==> config.mk <==
export PLATFORM = sky130hd
export DESIGN_NAME = sio_channel
export DESIGN_NICKNAME = d
export VERILOG_FILES = /design/src/rtl/sio_pkg.sv /design/src/rtl/sio_sync.sv /design/src/rtl/sio_rx.sv /design/src/rtl/sio_tx.sv /design/src/rtl/sio_channel.sv
export SDC_FILE = /design/constraint.sdc
export NUM_CORES = 1
export LEC_CHECK = 0
export ABC_AREA = 1
export BUFFER_PORTS_ARGS = -buffer_cell sky130_fd_sc_hd__buf_2
export CAP_MARGIN = 20
export CORE_MARGIN = 3
export CORE_UTILIZATION = 60
export DETAILED_ROUTE_END_ITERATION = 16
export PLACE_DENSITY = 0.82
export SLEW_MARGIN = 5
export SYNTH_ARGS = -nofsm -noshare
export SYNTH_HDL_FRONTEND = slang
export SYNTH_SLANG_ARGS = --single-unit
==> constraint.sdc <==
create_clock -name clk -period 4.5 [get_ports clk]
set_clock_uncertainty 0.15 [all_clocks]
set_input_delay 0.675 -clock clk [delete_from_list [all_inputs] [get_ports clk]]
set_output_delay 0.675 -clock clk [all_outputs]
set_load 0.01 [all_outputs]
==> src/rtl/sio_pkg.sv <==
package sio_pkg;

   typedef struct packed {
      logic eight;
      logic par_en;
      logic par_even;
      logic two_stop;
   } sio_cfg_t;

   typedef enum logic [1:0] {
      SEL_RSTAT = 2'd0,
      SEL_RBUF  = 2'd1,
      SEL_TSTAT = 2'd2,
      SEL_TBUF  = 2'd3
   } sio_sel_e;

   localparam int FRAME_MAX = 12;

   // parity bit that makes the total count of ones even or odd
   function automatic logic par_bit(input logic [7:0] d, input logic even);
      return (^d) ^ ~even;
   endfunction

   function automatic logic [7:0] data_mask(input logic [7:0] d, input logic eight);
      return {d[7] & eight, d[6:0]};
   endfunction

   // start + data + parity + stop bits
   function automatic logic [3:0] frame_len(input sio_cfg_t c);
      return 4'd2 + (c.eight ? 4'd8 : 4'd7) + {3'd0, c.par_en} + {3'd0, c.two_stop};
   endfunction

   // frame bits LSB first, padded with mark level
   function automatic logic [FRAME_MAX-1:0] build_frame(input logic [7:0] d, input sio_cfg_t c);
      logic [FRAME_MAX-1:0] f;
      logic                 p;
      f      = '1;
      p      = par_bit(data_mask(d, c.eight), c.par_even);
      f[0]   = 1'b0;
      f[7:1] = d[6:0];
      if (c.eight) begin
         f[8] = d[7];
         if (c.par_en) f[9] = p;
      end else if (c.par_en) begin
         f[8] = p;
      end
      return f;
   endfunction

endpackage

==> src/rtl/sio_sync.sv <==
module sio_sync #(
   parameter int  STAGES  = 2,
   parameter logic RST_VAL = 1'b1
) (
   input  logic clk,
   input  logic rst_n,
   input  logic din,
   output logic dout
);
   generate
      if (STAGES == 0) begin : g_bypass
         assign dout = din;
      end else begin : g_chain
         logic [STAGES-1:0] q;
         always_ff @(posedge clk or negedge rst_n) begin
            if (!rst_n) q <= {STAGES{RST_VAL}};
            else        q <= {q[STAGES-2+1-1:0], din};
         end
         assign dout = q[STAGES-1];
      end
   endgenerate
endmodule

==> src/rtl/sio_rx.sv <==
module sio_rx
   import sio_pkg::*;
#(
   parameter int OVS = 16,
   localparam int CW = $clog2(OVS)
) (
   input  logic       clk,
   input  logic       rst_n,
   input  logic       clr,
   input  logic       tick,
   input  logic       rxd_s,
   input  sio_cfg_t   cfg,
   output logic       fin,
   output logic [7:0] fin_data,
   output logic       fin_frm,
   output logic       fin_par
);
   typedef enum logic [2:0] {RX_IDLE, RX_START, RX_BITS, RX_FIN, RX_WAIT} rx_st_e;

   rx_st_e        st;
   logic [CW-1:0] cnt;
   logic [3:0]    idx;
   logic [9:0]    sh;
   logic [3:0]    nsamp;
   logic [3:0]    nb;
   logic          par_rx;
   logic          stop_rx;

   assign nb    = cfg.eight ? 4'd8 : 4'd7;
   assign nsamp = nb + {3'd0, cfg.par_en} + 4'd1;

   always_ff @(posedge clk or negedge rst_n) begin
      if (!rst_n) begin
         st  <= RX_IDLE;
         cnt <= '0;
         idx <= '0;
         sh  <= '0;
      end else if (clr) begin
         st  <= RX_IDLE;
         cnt <= '0;
         idx <= '0;
      end else begin
         case (st)
            RX_IDLE: if (tick && !rxd_s) begin
               st  <= RX_START;
               cnt <= '0;
            end
            RX_START: if (tick) begin
               if (cnt == CW'(OVS/2 - 1)) begin
                  cnt <= '0;
                  idx <= '0;
                  st  <= rxd_s ? RX_IDLE : RX_BITS;
               end else begin
                  cnt <= cnt + 1'b1;
               end
            end
            RX_BITS: if (tick) begin
               if (cnt == CW'(OVS - 1)) begin
                  cnt     <= '0;
                  sh[idx] <= rxd_s;
                  idx     <= idx + 1'b1;
                  if (idx == nsamp - 4'd1) st <= RX_FIN;
               end else begin
                  cnt <= cnt + 1'b1;
               end
            end
            RX_FIN:  st <= stop_rx ? RX_IDLE : RX_WAIT;
            RX_WAIT: if (rxd_s) st <= RX_IDLE;
            default: st <= RX_IDLE;
         endcase
      end
   end

   assign par_rx   = sh[nb];
   assign stop_rx  = sh[nb + {3'd0, cfg.par_en}];
   assign fin      = (st == RX_FIN);
   assign fin_data = data_mask(sh[7:0], cfg.eight);
   assign fin_frm  = ~stop_rx;
   assign fin_par  = cfg.par_en & (par_rx != par_bit(fin_data, cfg.par_even));
endmodule

==> src/rtl/sio_tx.sv <==
module sio_tx
   import sio_pkg::*;
#(
   parameter int OVS = 16,
   localparam int CW = $clog2(OVS)
) (
   input  logic       clk,
   input  logic       rst_n,
   input  logic       clr,
   input  logic       tick,
   input  sio_cfg_t   cfg,
   input  logic       req,
   input  logic       cts,
   input  logic [7:0] data,
   output logic       take,
   output logic       busy,
   output logic       line
);
   logic [FRAME_MAX-1:0] sh;
   logic [CW-1:0]        cnt;
   logic [3:0]           rem;

   assign take = !busy && req && cts;

   always_ff @(posedge clk or negedge rst_n) begin
      if (!rst_n) begin
         busy <= 1'b0;
         sh   <= '1;
         cnt  <= '0;
         rem  <= '0;
      end else if (clr) begin
         busy <= 1'b0;
         sh   <= '1;
         cnt  <= '0;
      end else if (!busy) begin
         if (take) begin
            busy <= 1'b1;
            sh   <= build_frame(data, cfg);
            rem  <= frame_len(cfg) - 4'd1;
            cnt  <= '0;
         end
      end else if (tick) begin
         if (cnt == CW'(OVS - 1)) begin
            cnt <= '0;
            sh  <= {1'b1, sh[FRAME_MAX-1:1]};
            if (rem == '0) busy <= 1'b0;
            else           rem  <= rem - 1'b1;
         end else begin
            cnt <= cnt + 1'b1;
         end
      end
   end

   assign line = busy ? sh[0] : 1'b1;
endmodule

==> src/rtl/sio_channel.sv <==
module sio_channel
   import sio_pkg::*;
#(
   parameter int OVS         = 16,
   parameter int SYNC_STAGES = 2,
   parameter int REG_W       = 16
) (
   input  logic             clk,
   input  logic             rst_n,
   input  logic             bus_init,
   input  logic             tick,
   input  logic             cfg_eight,
   input  logic             cfg_par_en,
   input  logic             cfg_par_even,
   input  logic             cfg_two_stop,
   input  logic [1:0]       reg_sel,
   input  logic             rd_en,
   input  logic             wr_en,
   input  logic [REG_W-1:0] wdata,
   output logic [REG_W-1:0] rdata,
   input  logic             rxd,
   input  logic             cts,
   output logic             txd,
   output logic             rx_irq,
   output logic             tx_irq
);
   generate
      if (OVS < 4 || (OVS % 2) != 0) begin : g_bad_ovs
         $error("OVS must be even and at least 4");
      end
      if (REG_W != 16) begin : g_bad_w
         $error("REG_W must be 16");
      end
      if (SYNC_STAGES < 0) begin : g_bad_sync
         $error("SYNC_STAGES must not be negative");
      end
   endgenerate

   sio_cfg_t   cfg;
   sio_sel_e   sel;
   logic       rxd_s;
   logic       rx_fin;
   logic [7:0] fin_data;
   logic       fin_frm, fin_par;

   logic       rx_done_q, rx_ie_q, ovr_q, frm_q, par_q;
   logic [7:0] rx_data_q;
   logic       tx_full_q, tx_ie_q, brk_q;
   logic [7:0] tx_data_q;
   logic       tx_take, tx_busy, tx_line;

   assign cfg = '{eight: cfg_eight, par_en: cfg_par_en, par_even: cfg_par_even, two_stop: cfg_two_stop};
   assign sel = sio_sel_e'(reg_sel);

   sio_sync #(.STAGES(SYNC_STAGES), .RST_VAL(1'b1)) u_sync (
      .clk(clk), .rst_n(rst_n), .din(rxd), .dout(rxd_s)
   );

   sio_rx #(.OVS(OVS)) u_rx (
      .clk(clk), .rst_n(rst_n), .clr(bus_init), .tick(tick), .rxd_s(rxd_s), .cfg(cfg),
      .fin(rx_fin), .fin_data(fin_data), .fin_frm(fin_frm), .fin_par(fin_par)
   );

   sio_tx #(.OVS(OVS)) u_tx (
      .clk(clk), .rst_n(rst_n), .clr(bus_init), .tick(tick), .cfg(cfg),
      .req(tx_full_q), .cts(cts), .data(tx_data_q),
      .take(tx_take), .busy(tx_busy), .line(tx_line)
   );

   // receive side registers
   always_ff @(posedge clk or negedge rst_n) begin
      if (!rst_n) begin
         rx_done_q <= 1'b0;
         rx_ie_q   <= 1'b0;
         ovr_q     <= 1'b0;
         frm_q     <= 1'b0;
         par_q     <= 1'b0;
         rx_data_q <= '0;
      end else if (bus_init) begin
         rx_done_q <= 1'b0;
         rx_ie_q   <= 1'b0;
         ovr_q     <= 1'b0;
         frm_q     <= 1'b0;
         par_q     <= 1'b0;
      end else begin
         if (wr_en && sel == SEL_RSTAT) rx_ie_q <= wdata[6];
         if (rd_en && sel == SEL_RBUF)  rx_done_q <= 1'b0;
         if (rx_fin) begin
            rx_done_q <= 1'b1;
            ovr_q     <= rx_done_q;
            frm_q     <= fin_frm;
            par_q     <= fin_par;
            rx_data_q <= fin_data;
         end
      end
   end

   // transmit side registers
   always_ff @(posedge clk or negedge rst_n) begin
      if (!rst_n) begin
         tx_full_q <= 1'b0;
         tx_ie_q   <= 1'b0;
         brk_q     <= 1'b0;
         tx_data_q <= '0;
      end else if (bus_init) begin
         tx_full_q <= 1'b0;
         tx_ie_q   <= 1'b0;
         brk_q     <= 1'b0;
      end else begin
         if (tx_take) tx_full_q <= 1'b0;
         if (wr_en && sel == SEL_TBUF) begin
            tx_full_q <= 1'b1;
            tx_data_q <= data_mask(wdata[7:0], cfg.eight);
         end
         if (wr_en && sel == SEL_TSTAT) begin
            tx_ie_q <= wdata[6];
            brk_q   <= wdata[0];
         end
      end
   end

   always_comb begin
      rdata = '0;
      case (sel)
         SEL_RSTAT: begin
            rdata[7] = rx_done_q;
            rdata[6] = rx_ie_q;
         end
         SEL_RBUF: begin
            rdata[15]  = ovr_q | frm_q | par_q;
            rdata[14]  = ovr_q;
            rdata[13]  = frm_q;
            rdata[12]  = par_q;
            rdata[7:0] = data_mask(rx_data_q, cfg.eight);
         end
         SEL_TSTAT: begin
            rdata[7] = ~tx_full_q;
            rdata[6] = tx_ie_q;
            rdata[0] = brk_q;
         end
         default: rdata = '0;
      endcase
   end

   assign txd    = tx_line & ~brk_q;
   assign rx_irq = rx_done_q & rx_ie_q;
   assign tx_irq = ~tx_full_q & tx_ie_q;
endmodule

==> results of run 1 <==
==> kinds of logic (layout without fill, tap and decap cells) <==
logic type,Yosys count,after routing,synth area share
flip-flops,66,66,0.4231
AO/OA/AOI/OAI,93,93,0.1385
XOR/XNOR,9,9,0.02001
adder cells (fa/ha/maj),20,20,0.06544
AND/OR/NAND/NOR,231,231,0.2560
buffers and inverters,91,130,0.09593
other,1,4,0.0009521
==> power by group through the flow <==
stage | logic, mW | clock network [mW] | registers, mW
after floorplan | 0.367 | 0 | 0.770
after global placement | 0.447 | 0 | 0.787
after detailed placement | 0.467 | 0 | 0.792
after CTS | 0.471 | 0.542 | 0.783
after global routing | 0.546 | 0.569 | 0.795
final | 0.469 | 0.534 | 0.784
==> per-layer routing <==
layer | vias up | share of wire | track usage
met3 | 13 | 0.042 | 0.03122
met2 | 80 | 0.50 | 0.4189
li1 | 1712 | - | -
met1 | 1575 | 0.44 | 0.3062
met5 | - | 0 | 0
met4 | 0 | 0.016 | 0.07932
==> final cells by class <==
| type | count | area (sq um) | share of cell area |
|---|---|---|---|
| clock buffer | 15 | 186.4 | 0.04277 |
| clock inverter | 1 | 30.03 | 0.006889 |
| inverter | 77 | 289.0 | 0.06630 |
| multi-input combinational | 357 | 1906 | 0.4371 |
| sequential | 66 | 1667 | 0.3823 |
| tap | 75 | 93.84 | 0.02153 |
| timing repair buffer | 37 | 187.7 | 0.04305 |
==> stage by stage <==
step	hold WS, ns	util	setup slack (ns)	cells
floorplan	0.1952	-	2.181	514
global placement	0.1980	0.6757	1.828	612
detailed placement	0.1988	0.6757	1.753	612
CTS	0.2146	0.7110	1.747	628
global route	0.2190	0.7110	1.617	628
finish	0.2028	0.7110	1.761	628
==> layout by cell type (no fill, tap or decap), drive strengths merged <==
cell type | Yosys | final
o21ai | 63 | 63
buf | 11 | 37
conb | 1 | 4
a31o | 1 | 1
nand2 | 149 | 149
a21boi | 1 | 1
fa | 1 | 1
o211ai | 2 | 2
a31oi | 1 | 1
a22o | 1 | 1
bufinv | 0 | 1
clkbuf | 3 | 15
o31ai | 1 | 1
a22oi | 2 | 2
nor3 | 19 | 19
a21oi | 14 | 14
o22ai | 6 | 6
dfrtp | 54 | 54
o221ai | 1 | 1
ha | 19 | 19
or2 | 1 | 1
xor2 | 5 | 5
inv | 77 | 77
nor2 | 23 | 23
xnor2 | 4 | 4
dfstp | 12 | 12
nand4 | 6 | 6
nand3 | 33 | 33
==> registers in the layout (all words and copies together), names as in the netlist <==
signal and flops:
tx_ie_q 1, rx_ie_q 1, u_rx.idx 4, u_tx.rem 4
u_tx.busy 1, u_tx.sh 10, frm_q 1, u_tx.cnt 4
u_rx.cnt 4, ovr_q 1, u_rx.st 3, tx_data_q 8
rx_data_q 8, brk_q 1, par_q 1, rx_done_q 1
u_sync.g_chain.q 2, u_rx.sh 10, tx_full_q 1
==> critical path, delay by kind of cell <==
family	cells	cell delay, ns
buffers and inverters	3	0.40
AOI/OAI and AO/OA	1	0.24
adders and majority gates	1	0.47
and+or+nand+nor	1	0.13
==> how the worst min path moves through the flow <==
stage          slack [ns]                          start  cells after the start                       endpoint
2_1_floorplan        0.20  u_sync.g_chain.q[0]$_DFF_PN1_                      0  u_sync.g_chain.q[1]$_DFF_PN1_
3_3_place_gp         0.20  u_sync.g_chain.q[0]$_DFF_PN1_                      0  u_sync.g_chain.q[1]$_DFF_PN1_
3_5_place_dp         0.20  u_sync.g_chain.q[0]$_DFF_PN1_                      0  u_sync.g_chain.q[1]$_DFF_PN1_
4_1_cts              0.21                          rst_n                      1        u_tx.rem[3]$_DFFE_PN0P_
5_1_grt              0.22  u_sync.g_chain.q[0]$_DFF_PN1_                      0  u_sync.g_chain.q[1]$_DFF_PN1_
6_report             0.20                          rst_n                      1        u_tx.cnt[2]$_DFFE_PN0P_
==> results.yml, run 1 <==
setup_path:
  worst_setup_path_end_kind: "primary output"
  crit_top_cell: "buf_2"
  reg2reg_slack_ns: 2.54
  crit_arrival_ns: 1.91
  cp_slowest_stage_delay_ns: 0.47
  reg2reg_to: "u_tx.cnt[3]$_DFFE_PN0P_"
  crit_chain: "buf_2 > inv_1 > ha_1 > nand3_1 > a31oi_1 > buf_2"
  cp-startpoint: "reg_sel[1]"
  critical-path-slowest-cell: "ha_1"
  cp.required_ns: 3.67
  worstPathMaxFanout: 12
  worstSetupPathType: "in2out"
  endpoint: "rdata[7]"
  r2r_start: "u_tx.busy$_DFF_PN0_"
  crit_path_start_kind: "input pin"
  worst_r2r_path_depth: 6
clock_network:
  holdBufCountCts: 0
  cts_tree: "done"
  clock_latency_ns: 0.33
  clock-sinks: 66
  ctsResizeCount: 0
  postCtsSetupRepairBufs: 0
  cts_max_level: 3
  numCtsBuffers: 9
  root_buffer: "clkbuf_8"
  clk_pin_slew_ns: 0.07
  clk_path_buf_depth: 2
place:
  place_area_sq_um: 4143
  hpwl_mm: 6.207
  port_buffers: 36
  place_congestion: 0.9119
global_route:
  grt_pass1_wl_mm: 14.50
  grt_pass1_vias: 3222
  grt_max_degree: 39
  antenna_found_initial: 0
  grt.overflow.total: 0
  grt_use_total: 0.2398
cells_and_area:
  final_net_count: 598
  n_fill_cell: 501
  area_growth_pct: 10.67
  n_antenna_cell: 0
  drive_above_1_share: 0.1718
  final_area_sq_um: 4359
yosys:
  ys_async_sr_fraction: 1.000
  synth_top_cell_by_area: "dfrtp_1"
  syn_area_sq_um: 3939
  synth_warnings: 0
  synth_top_area_frac: 0.3431
  ys_seq_area_frac: 0.4231
  yosys-top-cells-area: "dfrtp_1 (34%), nand2_1 (14%), dfstp_2 (8.0%), inv_1 (6.6%), ha_1 (6.0%)"
  synth_ff_type: "dfrtp_1"
  ys_seq_elements: 66
  synth_edf_count: 0
  synthDistinctLibCells: 41
  synth_most_common_cell: "nand2_1"
  synthTopCellsByCount: "nand2_1 (146), inv_1 (69), dfrtp_1 (54)"
  synth_cells: 511
  synth.avg_cell_area_sq_um: 7.708
routing:
  ant_nets: 0
  drtPass1Iterations: 5
  drt_iter0_markers: 166
  drt-total-wl_mm: 8.250
  drc: 0
  via_count: 3380
  via_per_inst: 5.382
  wire_per_inst_um: 13.14
pwr:
  switchingPower_mw: 0.5941
  p_int_mw: 1.192
  pwr-share-seq: 0.439
  p_clk_frac: 0.299
  sw_frac_of_total: 0.3326
  combPwrFrac: 0.263
  power.density_nw_per_um2: 409.8
  leakagePower_nw: 2.288
  peakVddDrop_uv: 292.6
  power_mw: 1.786
die:
  start_util: 0.6424
  dieArea_sq_um: 7572
  coreArea_sq_um: 6131
  die_w_um: 87.02
  die_y_um: 87.02
  row_count: 28
  io_pins: 49
sta:
  slew_headroom: 0.5877
  setup-tns-final_ns: 0
  setup_viol: 0
  min_period_over_period: 0.6087
  fmax_mhz: 365.1
  worst_slew_pin_slew_ns: 0.6185
  rsz0062_at_grt: "no"
  final_max_slew_viol_count: 0
  hold_viol: 0
  fin_crit_ns: 2.739
job:
  drv_cap: 0
status:
  outcome: "finished clean"
hold_path:
  min_path_type: "in2async"
Note: power is estimated with default switching activity, not from simulation.
==> run 2: changes to the inputs <==
--- a/config.mk
+++ b/config.mk
@@ -5,13 +5,13 @@
 export SDC_FILE = /design/constraint.sdc
 export NUM_CORES = 1
 export LEC_CHECK = 0
-export ABC_AREA = 1
+export ABC_AREA = 0
 export BUFFER_PORTS_ARGS = -buffer_cell sky130_fd_sc_hd__buf_2
 export CAP_MARGIN = 20
 export CORE_MARGIN = 3
-export CORE_UTILIZATION = 60
+export CORE_UTILIZATION = 58
 export DETAILED_ROUTE_END_ITERATION = 16
-export PLACE_DENSITY = 0.82
+export PLACE_DENSITY = 0.8
 export SLEW_MARGIN = 5
 export SYNTH_ARGS = -nofsm -noshare
 export SYNTH_HDL_FRONTEND = slang
==> constraint.sdc (replaced) <==
create_clock -name clk -period 2.8 [get_ports clk]
set_clock_uncertainty 0.15 [all_clocks]
set_input_delay 0.42 -clock clk [delete_from_list [all_inputs] [get_ports clk]]
set_output_delay 0.42 -clock clk [all_outputs]
set_load 0.01 [all_outputs]
==> run 2 against run 1 <==
Effect of this change: setup slack worse by 1.2 ns; count of clock-buffer cells in the layout down 6; wire length decreased by 5.0%; non-clock buffer count increased by 6; global-route usage fell by 1.0 points; die area decreased by 0.28%; synthesized cell count fell by 23%; final cell count is 19% lower; via count down 13%; synthesized area shrank 3.6%; largest cell class unchanged; largest power group unchanged.
==> results.yml, run 2 <==
yosys:
  synth_cells: 391
  yosys-top-cells-area: "dfrtp_1 (36%), dfstp_2 (8.3%), nand2_1 (6.8%), ha_1 (6.3%), mux2_2 (4.4%)"
  ys_async_sr_fraction: 1.000
  synth_edf_count: 0
  synth_top_cell_by_area: "dfrtp_1"
  syn_area_sq_um: 3796
  synth.avg_cell_area_sq_um: 9.709
  ys_seq_elements: 66
  synth_most_common_cell: "nand2_1"
  synth_ff_type: "dfrtp_1"
  synthTopCellsByCount: "nand2_1 (69), dfrtp_1 (54), nand3_1 (21)"
  synthDistinctLibCells: 56
  ys_seq_area_frac: 0.4390
  synth_warnings: 0
  synth_top_area_frac: 0.3560
setup_path:
  worstSetupPathType: "reg2reg"
  worstPathMaxFanout: 10
  reg2reg_to: "u_rx.sh[4]$_DFFE_PN0P_"
  cp.buffers_inverters: 0
  worst_setup_path_end_kind: "flop"
  critical-path-slowest-cell: "or3_1"
  r2r_start: "u_rx.st[0]$_DFFE_PN0P_"
  critPathTopFamily: "simple AND/OR/NAND/NOR gates"
  crit_chain: "nand2b_4 > or3_1 > nor4b_4 > nand2_1 > mux2_4"
  cp_slowest_stage_delay_ns: 0.50
  cp.required_ns: 2.89
  reg2reg_slack_ns: 0.53
  crit_path_start_kind: "flop"
  crit_arrival_ns: 2.36
  worst_r2r_path_depth: 5
pwr:
  power_mw: 2.256
  leakagePower_nw: 1.947
  peakVddDrop_uv: 544.4
  power.density_nw_per_um2: 532.7
sta:
  hold_viol: 0
  worst_slew_pin_slew_ns: 0.7202
  slew_headroom: 0.5170
  min_period_over_period: 0.8122
  setup-tns-final_ns: 0
  fin_crit_ns: 2.274
  setup_viol: 0
  rsz0062_at_grt: "no"
  final_max_slew_viol_count: 0
  whs_ns: 0.1525
  fmax_mhz: 439.7
clock_network:
  postCtsSetupRepairBufs: 0
  clk_pin_slew_ns: 0.07
  clock-sinks: 66
  clock_latency_ns: 0.35
  clk_path_buf_depth: 2
  cts_max_level: 3
  cts_tree: "done"
  numCtsBuffers: 9
  root_buffer: "clkbuf_8"
  ctsResizeCount: 0
die:
  io_pins: 49
  start_util: 0.6192
  die_w_um: 86.90
  coreArea_sq_um: 6131
  dieArea_sq_um: 7552
  row_count: 28
  die_y_um: 86.90
global_route:
  grt_pass1_wl_mm: 13.42
  grt_pass1_vias: 2858
  antenna_found_initial: 0
  grt_max_degree: 67
  grt.overflow.total: 0
  grt_use_total: 0.2293
cells_and_area:
  layout_commonest_cell: "nand2_1"
  final_net_count: 477
  n_antenna_cell: 0
  drive_above_1_share: 0.2176
  largestRegisters: "u_rx.sh (10), u_tx.sh (10)"
  fin_util: 0.6908
  area_growth_pct: 11.57
  final_cell_mix: "nand2_1 (69), dfrtp_1 (54), buf_2 (36), nand3_1 (21), o21ai_0 (20)"
  fin_cells: 507
hold_path:
  min_path_type: "in2reg"
  hold-path-endpoint: "tx_data_q[3]$_DFFE_PN0P_"
  worst_hold_path.num_cells: 2
  hold_path_startpoint: "wdata[3]"
place:
  hpwl_mm: 5.591
  dp.cells: 489
  port_buffers: 36
  place_congestion: 0.8550
job:
  drv_cap: 0
routing:
  via_count: 2942
  drtPass1Iterations: 7
  drc: 0
  wire_per_inst_um: 15.46
  drt-total-wl_mm: 7.840
  ant_nets: 0
  drt_iter0_markers: 174
  via_per_inst: 5.803
status:
  outcome: "finished clean"
[run 2: kinds of logic after synthesis]
group / after synthesis / share of synthesized area
compound gates: 68 / 0.1160
xor+xnor: 23 / 0.05306
fa+ha+maj: 20 / 0.06790
buf+inv: 37 / 0.04482
flops: 66 / 0.4390
mux: 24 / 0.07680
other cells: 1 / 0.0009878
simple gates: 152 / 0.2014
[run 2: power breakdown]
| group | internal [mW] | switching, mW |
|---|---|---|
| logic | 0.181 | 0.197 |
| clock network | 0.407 | 0.371 |
| registers | 1.04 | 0.0647 |
[run 2: what timing repair did]
action                     4_1_cts  5_1_grt
setup endpoints to repair        0        0
hold endpoints to repair        55        0
hold buffers                     2        0
[run 2: how the worst max path moves through the flow]
stage                                start                      end  slack (ns)  cells past startpoint
finish              u_rx.st[0]$_DFFE_PN0P_   u_rx.sh[4]$_DFFE_PN0P_        0.53                      5
global route        u_rx.st[0]$_DFFE_PN0P_   u_rx.sh[5]$_DFFE_PN0P_        0.39                      5
global placement                  bus_init   u_rx.sh[4]$_DFFE_PN0P_        0.55                      5
floorplan                        cfg_eight  u_tx.rem[3]$_DFFE_PN0P_        0.59                      7
CTS                 u_rx.st[0]$_DFFE_PN0P_   u_rx.sh[6]$_DFFE_PN0P_        0.53                      5
detailed placement                bus_init   u_rx.sh[4]$_DFFE_PN0P_        0.53                      5
[run 2: routing by layer]
layer / up-vias / GRT usage / wire [um]
met3: 13 / 0.05582 / 401
met2: 74 / 0.3789 / 3976
met5: - / 0 / 0
met4: 0 / 0.1006 / 158
met1: 1443 / 0.2851 / 3304
li1: 1412 / - / -
[run 2: cell type report]
| class | instances | area (sq um) |
|---|---|---|
| multi-input cells | 291 | 1971 |
| fillers | 486 | 1896 |
| repair buffers | 43 | 250.2 |
| clock buffers | 9 | 123.9 |
| flip-flops and latches | 66 | 1667 |
| inverters | 16 | 60.06 |
| well taps | 75 | 93.84 |
| clock inverters | 7 | 70.07 |
[run 2: worst register-to-register path, cell delays in order, from the launching register on]
cell and delay (ns):
dfrtp_1 0.49, nand2b_4 0.19, or3_1 0.50, nor4b_4 0.40, nand2_1 0.13, mux2_4 0.30
[run 2: through the flow]
step,setup WS (ns),cell area (sq um)
6_report,0.5257,4235
5_1_grt,0.3915,4235
4_1_cts,0.5304,4235
3_5_place_dp,0.5332,4021
3_3_place_gp,0.5464,4021
2_1_floorplan,0.5872,3807
